$ cat src/rtl/lp_seq_pkg.sv
package lp_seq_pkg;
  typedef enum logic [3:0] {
    ST_ACTIVE, ST_SR_ENT, ST_SR, ST_SR_EXIT,
    ST_PD_ENT, ST_PD, ST_PD_EXIT,
    ST_DPD_ENT, ST_DPD, ST_DPD_EXIT, ST_WAKE
  } lp_state_e;

  typedef enum logic [1:0] {
    LP_OFF = 2'd0, LP_SR = 2'd1, LP_PD = 2'd2, LP_DPD = 2'd3
  } lp_mode_e;
endpackage

$ cat src/rtl/lp_idle_timer.sv
module lp_idle_timer #(
  parameter int SHORT_IDLE = 64,
  parameter int LONG_IDLE  = 128
) (
  input  logic       clk_i,
  input  logic       rst_ni,
  input  logic       run_i,
  input  logic [1:0] timeout_i,
  output logic       hit_o
);
  localparam int CNT_W = $clog2(LONG_IDLE + 1);

  logic [CNT_W-1:0] cnt_q, thr;

  always_comb begin
    unique case (timeout_i)
      2'd0:    thr = '0;
      2'd1:    thr = CNT_W'(SHORT_IDLE);
      default: thr = CNT_W'(LONG_IDLE);  // 3 reserved, treated as long
    endcase
  end

  always_ff @(posedge clk_i or negedge rst_ni) begin
    if (!rst_ni)             cnt_q <= '0;
    else if (!run_i)         cnt_q <= '0;
    else if (cnt_q != '1)    cnt_q <= cnt_q + 1'b1;
  end

  assign hit_o = run_i && (cnt_q >= thr);
endmodule

$ cat src/rtl/lp_wake_timer.sv
module lp_wake_timer #(
  parameter int FAST_EXIT_CYC = 2,
  parameter int SLOW_EXIT_CYC = 6
) (
  input  logic clk_i,
  input  logic rst_ni,
  input  logic start_i,
  input  logic slow_i,
  output logic done_o
);
  localparam int MAX_LAT = (SLOW_EXIT_CYC > FAST_EXIT_CYC) ? SLOW_EXIT_CYC : FAST_EXIT_CYC;
  localparam int LAT_W   = $clog2(MAX_LAT + 1);

  logic [LAT_W-1:0] cnt_q;

  always_ff @(posedge clk_i or negedge rst_ni) begin
    if (!rst_ni)            cnt_q <= '0;
    else if (start_i)       cnt_q <= slow_i ? LAT_W'(SLOW_EXIT_CYC - 1) : LAT_W'(FAST_EXIT_CYC - 1);
    else if (cnt_q != '0)   cnt_q <= cnt_q - 1'b1;
  end

  assign done_o = (cnt_q == '0);


  wake_load_chk: assert property (@(posedge clk_i) disable iff (!rst_ni)
    start_i |=> !done_o || (!slow_i && FAST_EXIT_CYC == 1) || (slow_i && SLOW_EXIT_CYC == 1));
endmodule

$ cat src/rtl/lp_fsm.sv
module lp_fsm
  import lp_seq_pkg::*;
(
  input  logic       clk_i,
  input  logic       rst_ni,
  input  logic [1:0] mode_i,
  input  logic       acc_req_i,
  input  logic       idle_hit_i,
  input  logic       wake_done_i,
  output lp_state_e  state_o,
  output logic       sr_entry_o,
  output logic       sr_exit_o,
  output logic       pd_entry_o,
  output logic       pd_exit_o,
  output logic       dpd_entry_o,
  output logic       dpd_exit_o,
  output logic       cke_o,
  output logic       clk_en_o,
  output logic       wake_start_o
);
  lp_state_e st_q, st_d;

  always_comb begin
    st_d = st_q;
    unique case (st_q)
      ST_ACTIVE:
        if (idle_hit_i && !acc_req_i) begin
          unique case (mode_i)
            LP_SR:   st_d = ST_SR_ENT;
            LP_PD:   st_d = ST_PD_ENT;
            LP_DPD:  st_d = ST_DPD_ENT;
            default: st_d = ST_ACTIVE;
          endcase
        end
      ST_SR_ENT:   st_d = ST_SR;
      ST_SR:       if (acc_req_i) st_d = ST_SR_EXIT;
      ST_SR_EXIT:  st_d = ST_WAKE;
      ST_PD_ENT:   st_d = ST_PD;
      ST_PD:       if (acc_req_i) st_d = ST_PD_EXIT;
      ST_PD_EXIT:  st_d = ST_WAKE;
      ST_DPD_ENT:  st_d = ST_DPD;
      ST_DPD:      if (mode_i != LP_DPD) st_d = ST_DPD_EXIT;
      ST_DPD_EXIT: st_d = ST_WAKE;
      ST_WAKE:     if (wake_done_i) st_d = ST_ACTIVE;
      default:     st_d = ST_ACTIVE;
    endcase
  end

  always_ff @(posedge clk_i or negedge rst_ni) begin
    if (!rst_ni) st_q <= ST_ACTIVE;
    else         st_q <= st_d;
  end

  assign state_o      = st_q;
  assign sr_entry_o   = (st_q == ST_SR_ENT);
  assign sr_exit_o    = (st_q == ST_SR_EXIT);
  assign pd_entry_o   = (st_q == ST_PD_ENT);
  assign pd_exit_o    = (st_q == ST_PD_EXIT);
  assign dpd_entry_o  = (st_q == ST_DPD_ENT);
  assign dpd_exit_o   = (st_q == ST_DPD_EXIT);
  assign wake_start_o = sr_exit_o || pd_exit_o || dpd_exit_o;
  // CKE stays high in entry cycles and low in exit cycles
  assign cke_o    = !(st_q inside {ST_SR, ST_SR_EXIT, ST_PD, ST_PD_EXIT, ST_DPD, ST_DPD_EXIT});
  assign clk_en_o = !(st_q inside {ST_SR, ST_DPD});

  logic any_entry;
  assign any_entry = sr_entry_o || pd_entry_o || dpd_entry_o;


  req_blocks_entry_chk: assert property (@(posedge clk_i) disable iff (!rst_ni)
    acc_req_i |=> !any_entry);

  off_mode_quiet_chk: assert property (@(posedge clk_i) disable iff (!rst_ni)
    (st_q == ST_ACTIVE && mode_i == LP_OFF) |=> !any_entry);

  req_wakes_chk: assert property (@(posedge clk_i) disable iff (!rst_ni)
    (acc_req_i && (st_q == ST_SR || st_q == ST_PD)) |=> (sr_exit_o || pd_exit_o) && !cke_o);

  dpd_hold_chk: assert property (@(posedge clk_i) disable iff (!rst_ni)
    (st_q == ST_DPD && mode_i == LP_DPD) |=> !dpd_exit_o && !cke_o && !clk_en_o);

  entry_pulse_chk: assert property (@(posedge clk_i) disable iff (!rst_ni)
    any_entry |=> !any_entry && !cke_o);
endmodule

$ cat src/rtl/lp_mode_seq.sv
module lp_mode_seq
  import lp_seq_pkg::*;
#(
  parameter int SHORT_IDLE    = 64,
  parameter int LONG_IDLE     = 128,
  parameter int FAST_EXIT_CYC = 2,
  parameter int SLOW_EXIT_CYC = 6
) (
  input  logic       clk_i,
  input  logic       rst_ni,
  input  logic [1:0] mode_i,
  input  logic [1:0] timeout_i,
  input  logic       slow_exit_i,
  input  logic       clk_freeze_i,
  input  logic       pwr_off_i,
  input  logic       acc_req_i,
  output logic       busy_o,
  output logic       sr_entry_o,
  output logic       sr_exit_o,
  output logic       pd_entry_o,
  output logic       pd_exit_o,
  output logic       dpd_entry_o,
  output logic       dpd_exit_o,
  output logic       cke_o,
  output logic       mem_clk_en_o
);
  lp_state_e state;
  logic idle_hit, wake_done, wake_start, fsm_cke, fsm_clk_en;

  lp_idle_timer #(.SHORT_IDLE(SHORT_IDLE), .LONG_IDLE(LONG_IDLE)) idle_i (
    .clk_i    (clk_i),
    .rst_ni   (rst_ni),
    .run_i    (state == ST_ACTIVE && !acc_req_i),
    .timeout_i(timeout_i),
    .hit_o    (idle_hit)
  );

  lp_wake_timer #(.FAST_EXIT_CYC(FAST_EXIT_CYC), .SLOW_EXIT_CYC(SLOW_EXIT_CYC)) wake_i (
    .clk_i  (clk_i),
    .rst_ni (rst_ni),
    .start_i(wake_start),
    .slow_i (pd_exit_o && slow_exit_i),  // slow exit applies to power-down only
    .done_o (wake_done)
  );

  lp_fsm fsm_i (
    .clk_i       (clk_i),
    .rst_ni      (rst_ni),
    .mode_i      (mode_i),
    .acc_req_i   (acc_req_i),
    .idle_hit_i  (idle_hit),
    .wake_done_i (wake_done),
    .state_o     (state),
    .sr_entry_o  (sr_entry_o),
    .sr_exit_o   (sr_exit_o),
    .pd_entry_o  (pd_entry_o),
    .pd_exit_o   (pd_exit_o),
    .dpd_entry_o (dpd_entry_o),
    .dpd_exit_o  (dpd_exit_o),
    .cke_o       (fsm_cke),
    .clk_en_o    (fsm_clk_en),
    .wake_start_o(wake_start)
  );

  assign cke_o        = fsm_cke && !pwr_off_i;
  assign mem_clk_en_o = fsm_clk_en && !clk_freeze_i;
  assign busy_o       = acc_req_i && (state != ST_ACTIVE || pwr_off_i);


  cke_fall_cause_chk: assert property (@(posedge clk_i) disable iff (!rst_ni)
    ($fell(cke_o) && !pwr_off_i && !$past(pwr_off_i))
      |-> $past(sr_entry_o || pd_entry_o || dpd_entry_o));

  cke_rise_cause_chk: assert property (@(posedge clk_i) disable iff (!rst_ni)
    ($rose(cke_o) && !pwr_off_i && !$past(pwr_off_i))
      |-> $past(sr_exit_o || pd_exit_o || dpd_exit_o));

  sr_clk_stop_chk: assert property (@(posedge clk_i) disable iff (!rst_ni)
    sr_entry_o |=> !mem_clk_en_o);

  busy_release_chk: assert property (@(posedge clk_i) disable iff (!rst_ni)
    (acc_req_i && !pwr_off_i && $past(wake_start)) |-> busy_o);
endmodule

$ cat config.mk
export PLATFORM = sky130hd
export DESIGN_NAME = lp_mode_seq
export DESIGN_NICKNAME = d
export VERILOG_FILES = /design/src/rtl/lp_seq_pkg.sv /design/src/rtl/lp_idle_timer.sv /design/src/rtl/lp_wake_timer.sv /design/src/rtl/lp_fsm.sv /design/src/rtl/lp_mode_seq.sv
export SDC_FILE = /design/constraint.sdc
export NUM_CORES = 1
export LEC_CHECK = 0
export BUFFER_PORTS_ARGS = -buffer_cell sky130_fd_sc_hd__buf_4
export CORE_UTILIZATION = 38
export DETAILED_ROUTE_END_ITERATION = 8
export PLACE_DENSITY = 0.7
export SLEW_MARGIN = 10
export SYNTH_ARGS = -nofsm -noshare
export SYNTH_HDL_FRONTEND = slang
export SYNTH_HIERARCHICAL = 1
export SYNTH_SLANG_ARGS = --single-unit
$ cat constraint.sdc
create_clock -name clk_i -period 3 [get_ports clk_i]
set_input_delay 0.9 -clock clk_i [delete_from_list [all_inputs] [get_ports clk_i]]
set_output_delay 0.9 -clock clk_i [all_outputs]
set_load 0.1 [all_outputs]
Word level (Yosys, flattened, before mapping)
Cells that the tools add are included.

Register bits: 15. Logic and storage cells: 66. Input port bits: 10. Output and inout bits: 9.

$add $sub $neg: 2. Equality and inequality tests: 22. Magnitude comparators: 1. Muxes and demuxes: 13. Reduce and logical (&&, ||, !) cells: 25.

Operators by type and width (number): 4-bit one-hot mux with 9 select lines (1); 4-bit 2-to-1 mux (5); 4-bit by 3-bit equality test with 1-bit output, second input constant (4); 8-bit 2-to-1 mux (2); 8-bit one-hot mux with 2 select lines (1); 4-bit equality test, second input constant (3); 3-bit 2-to-1 mux (3); 3-bit one-hot mux with 3 select lines (1); 8-bit by 1-bit adder with 8-bit output, second input constant (1); 4-bit by 2-bit equality test with 1-bit output, second input constant (2); 8-bit greater-or-equal comparator (1); 2-bit != test, second input constant (4); 8-bit != test, second input constant (1); 1-bit logical AND (7); 2-bit by 1-bit != test with 1-bit output, second input constant (3); 6-bit nonzero test (1); 1-bit zero test (5); 5-bit AND reduction (1); 2-bit by 1-bit equality test with 1-bit output, second input constant (2); 2-bit equality test, second input constant (2); 4-bit by 1-bit equality test with 1-bit output, second input constant (1); 4-bit zero test (1); 2-bit nonzero test (2); 4-bit nonzero test (1); 6 further kinds (8).

Depth between registers and ports, before layout
Depth after elaboration: 7. Depth in mapped cells: 9. Mapped depth without buffers: 9.

Cells and area by module
The synthesis kept the hierarchy.

Modules (own cells, without submodules): lp_idle_timer (area an instance 493.0 um2, cells an instance 55, instances 1, seq. area each 200.2 um2); lp_fsm (area an instance 429.2 um2, cells an instance 58, instances 1, seq. area each 100.1 um2); lp_wake_timer (area an instance 170.2 um2, cells an instance 16, instances 1, seq. area each 75.1 um2); lp_mode_seq (area an instance 41.3 um2, cells an instance 6, instances 1, seq. area each 0.0 um2).

Worst setup path after synthesis
Ideal clock, no wire load.

Path kind: register to output. From: reg fsm_i.st_q[0] (netlist: fsm_i/state_o[0]). To: out sr_entry_o. Stages on the path, launching flop included: 4. Arrival time: 3.673 ns. Data required time: 2.100 ns. Setup slack: -1.573 ns. Path buffers: 1. Cells stage by stage: dfrtp_1 > clkbuf_1 > inv_1 > nor4_1.

Cells in the longest elaborated chain, start to end: 1.

Ends and longest elaborated chain: from (decl) (RTL line lp_fsm.sv:21) `lp_state_e st_q, st_d;`; from (signal assigned) (RTL line lp_fsm.sv:51) `else st_q <= st_d;`; 4-bit by 1-bit equality test with 1-bit output (RTL line lp_fsm.sv:55) `assign sr_entry_o = (st_q == ST_SR_ENT);`; to (decl) (RTL line lp_mode_seq.sv:18) `output logic sr_entry_o,`.

No other way between the ends.

Worst setup path after layout
From: reg fsm_i.st_q[0] (netlist: fsm_i/state_o[0]). To: out busy_o.

Cells in the longest elaborated chain, start to end: 3.

Ends and longest elaborated chain: 4-bit nonzero test (RTL line lp_mode_seq.sv:67) `assign busy_o = acc_req_i && (state != ST_ACTIVE || pwr_off_i);`; 1-bit logical OR (RTL line lp_mode_seq.sv:67); 1-bit logical AND (RTL line lp_mode_seq.sv:67); to (decl) (RTL line lp_mode_seq.sv:17) `output logic busy_o,`.

No other way between the ends.

==> metrics.md <==
| Metric | Value |
|---|---|
| Clk Latency, worst-skew pair | `280 ps` |
| Number of synthesized flops with an enable pin | `0` |
| Setup-failing EPs final | `0` |
| CP Buf/Inv Count | `1` |
| Vias | `1066` |
| Gpl congestion | `0.853` |
| CP Launch Type | `register` |
| Layout area overhead | `19.2%` |
| DRT Wirelength | `2580 um` |
| Yosys cell types | `41` |
| Unrepaired setup endpoints after global routing | `no` |
| Arr. time, crit path | `1840 ps` |
| Fraction of layout cells with a size suffix above 1 | `27.5%` |
| Number of hold buffers added after CTS | `0` |
| Vias in the first global route | `1038` |
| Crit path depth | `3` |
| Pin count of the biggest net entering global routing | `17` |
| WL/cell | `14.0 um` |
| Pwr per Cell Area | `898 mW/mm2` |
| Main synth FF type | `dfrtp_1` |
| Worst-path cell chain | `or4_4 -> o21a_1 -> buf_4` |
| Worst r2r src | `fsm_i/state_o[0]` |
| Crit path max fanout | `15` |
| Max incr delay on CP | `580 ps` |
| Number of max-cap violations | `0` |
| Register area share after synthesis | `33.1%` |
| Htree depth | `1` |
| Placed Area | `0.00132 mm2` |
| Fin cells | `184` |
| Min Clock Period, post-route | `2740 ps` |
| FF-to-FF End | `fsm_i/state_o[1]` |
| HPWL after DPL | `1930 um` |
| TritonRoute pass-1 iters | `4` |
| Die height | `56.6 um` |
| Synthesized area per cell | `8.40 um2` |
| Critical Path End Type | `output port` |
| R2R Setup Slk | `640 ps` |
| Final hold vios | `0` |
| Post-CTS sizing | `0` |
| Cell area after layout | `0.00135 mm2` |
| First DRT Iteration DRCs | `57` |
| Row count | `19` |
| Fin crit share | `91.4%` |
| Fill cells | `273` |
| Post-Syn Instances | `135` |
| I/O pins | `19` |
| Synth Cell Area | `0.00113 mm2` |
| Root buf cell | `clkbuf_4` |
| Most area-consuming cells after synthesis | `dfrtp_1 (33%), ha_1 (6.6%), a21oi_1 (4.0%), o21ai_0 (4.0%), inv_1 (4.0%)` |
| HP Class | `in2async` |
| Core area | `0.00278 mm2` |
| Synth Register Bits | `15` |
| YS warnings | `6` |
| CTS tree | `done` |
| Max Slew Vio Count | `0` |
| Max Fclk | `365 MHz` |
| Final #Nets | `170` |
| Tot GR Track Use | `17.5%` |
| Synth area leader | `dfrtp_1` |
| Initial antenna violation count | `0` |
| Placed cells | `180` |
| Peak VDD IR | `0.739 mV` |
| Max-slew headroom | `65.0%` |
| Initial Util | `40.8%` |
| Vias per cell | `5.79` |
| Slowest-stage cell, CP | `or4_4` |
| Longest Clk Path Bufs | `2` |
| R2R depth | `8` |
| Antenna-violating nets left | `0` |
| DRC | `0` |
| Outcome | `completed` |
| Total grt overflow | `0` |
| Die extent in x | `56.6 um` |
| ANT cells | `0` |
| Post-CTS Setup Inserts | `0` |
| Clock Sinks | `15` |
| First-pass GRT wire length | `4440 um` |
| Static Leak | `0.596 nW` |
| I/O Buffers | `18` |
| Clk slew on worst S/H paths | `100 ps` |
| Worst Path Required | `2100 ps` |
| Delay-heaviest family, CP | `simple AND/OR/NAND/NOR gates` |
| Worst slew pin tran | `525 ps` |
| WS Path Type | `reg2out` |
| Die area | `0.00321 mm2` |
| Num CTS Buffers | `3` |
| Synth top area share | `33.1%` |
| Syn nets | `151` |
| Worst Skew | `3.74 ps` |
| Async SR Flop Fraction | `100%` |
## worst max path at each step
stage	from	endpoint	slack, ps
final	fsm_i/state_o[0]	busy_o	260
after global routing	fsm_i/state_o[0]	cke_o	180
after CTS	fsm_i/state_o[0]	busy_o	250
after detailed placement	timeout_i[0]	fsm_i/state_o[1]	390
after global placement	timeout_i[0]	fsm_i/state_o[1]	480
after floorplan	fsm_i/state_o[0]	sr_entry_o	-450
## cell families (layout without fill, tap and decap cells)
group,count (synthesis),in the layout,share of synthesized area (%)
flip-flops,15,15,33.1
buffers and inverters,18,36,6.95
AND/OR/NAND/NOR,55,55,28.5
adder cells (fa/ha/maj),6,6,6.62
XOR/XNOR,2,2,1.55
multiplexers,3,3,3.31
AO/OA/AOI/OAI,36,36,20.0
## final cells by class
| class | instances | area, um2 | share of cell area (%) |
|---|---|---|---|
| Inverter | 12 | 45.0 | 3.33 |
| Clock buffer | 3 | 22.5 | 1.67 |
| Sequential cell | 15 | 375 | 27.8 |
| Tap cell | 31 | 38.8 | 2.87 |
| Timing Repair Buffer | 20 | 150 | 11.1 |
| Multi-Input combinational cell | 102 | 714 | 52.9 |
| Clock inverter | 1 | 5.00 | 0.370 |
## metal layers
metal	share of wire [%]	routed length (um)	GRT usage, %	up-vias
met3	3.6	93	3.46	2
met1	45	1160	21.3	521
met2	51	1310	30.6	20
met4	0.54	14	5.92	0
li1	-	-	-	523
met5	0	0	0	-
## stage by stage
stage          TNS [ps]  hold slack (ps)  setup slack (ps)  utilization [%]  total power (W)
5_1_grt               0              453               176             48.6          0.00130
6_report              0              455               259             48.6          0.00121
4_1_cts               0              450               247             48.6          0.00123
2_1_floorplan      -447              492              -447                -         0.000957
3_3_place_gp          0              512               480             47.6          0.00107
3_5_place_dp          0              528               386             47.6          0.00110
## flip-flops by register name, summed over array words and instances (netlist names)
register and flops:
wake_i/cnt_q 3, fsm_i/state_o 4, idle_i/cnt_q 8
## power by group
part,internal [W],switching (W)
registers,0.000250,0.000100
clock network,0.0000494,0.0000689
logic,0.000287,0.000458
## layout by cell type (no fill, tap or decap), types with 2 or more instances in the layout
cell type and instances:
nor2b_2 2, a21o_1 2, a211oi_1 3, nor3_1 5, nor2_1 7, nand3b_1 2
mux2_2 2, dfrtp_1 15, nand2b_1 4, nor4_1 2, a31oi_1 4, nand3_1 5
a21oi_1 9, inv_1 12, o21ai_0 9, xnor2_1 2, or4_4 2, ha_1 6
clkbuf_4 3, o21ai_2 2, buf_4 20, nand2_1 7, nor2b_1 5
## synthesized netlist by cell type, types with 2 or more instances
| master | n |
|---|---|
| a211oi_1 | 3 |
| a21o_1 | 2 |
| a21oi_1 | 9 |
| a31oi_1 | 4 |
| buf_2 | 3 |
| clkbuf_1 | 2 |
| dfrtp_1 | 15 |
| ha_1 | 6 |
| inv_1 | 12 |
| mux2_2 | 2 |
| nand2_1 | 7 |
| nand2b_1 | 4 |
| nand3_1 | 5 |
| nand3b_1 | 2 |
| nor2_1 | 8 |
| nor2b_1 | 7 |
| nor3_1 | 7 |
| nor4_1 | 3 |
| o21ai_0 | 9 |
| o21ai_2 | 2 |
| or4_4 | 2 |
| xnor2_1 | 2 |
No activity file was read; power rests on OpenSTA's default activity.
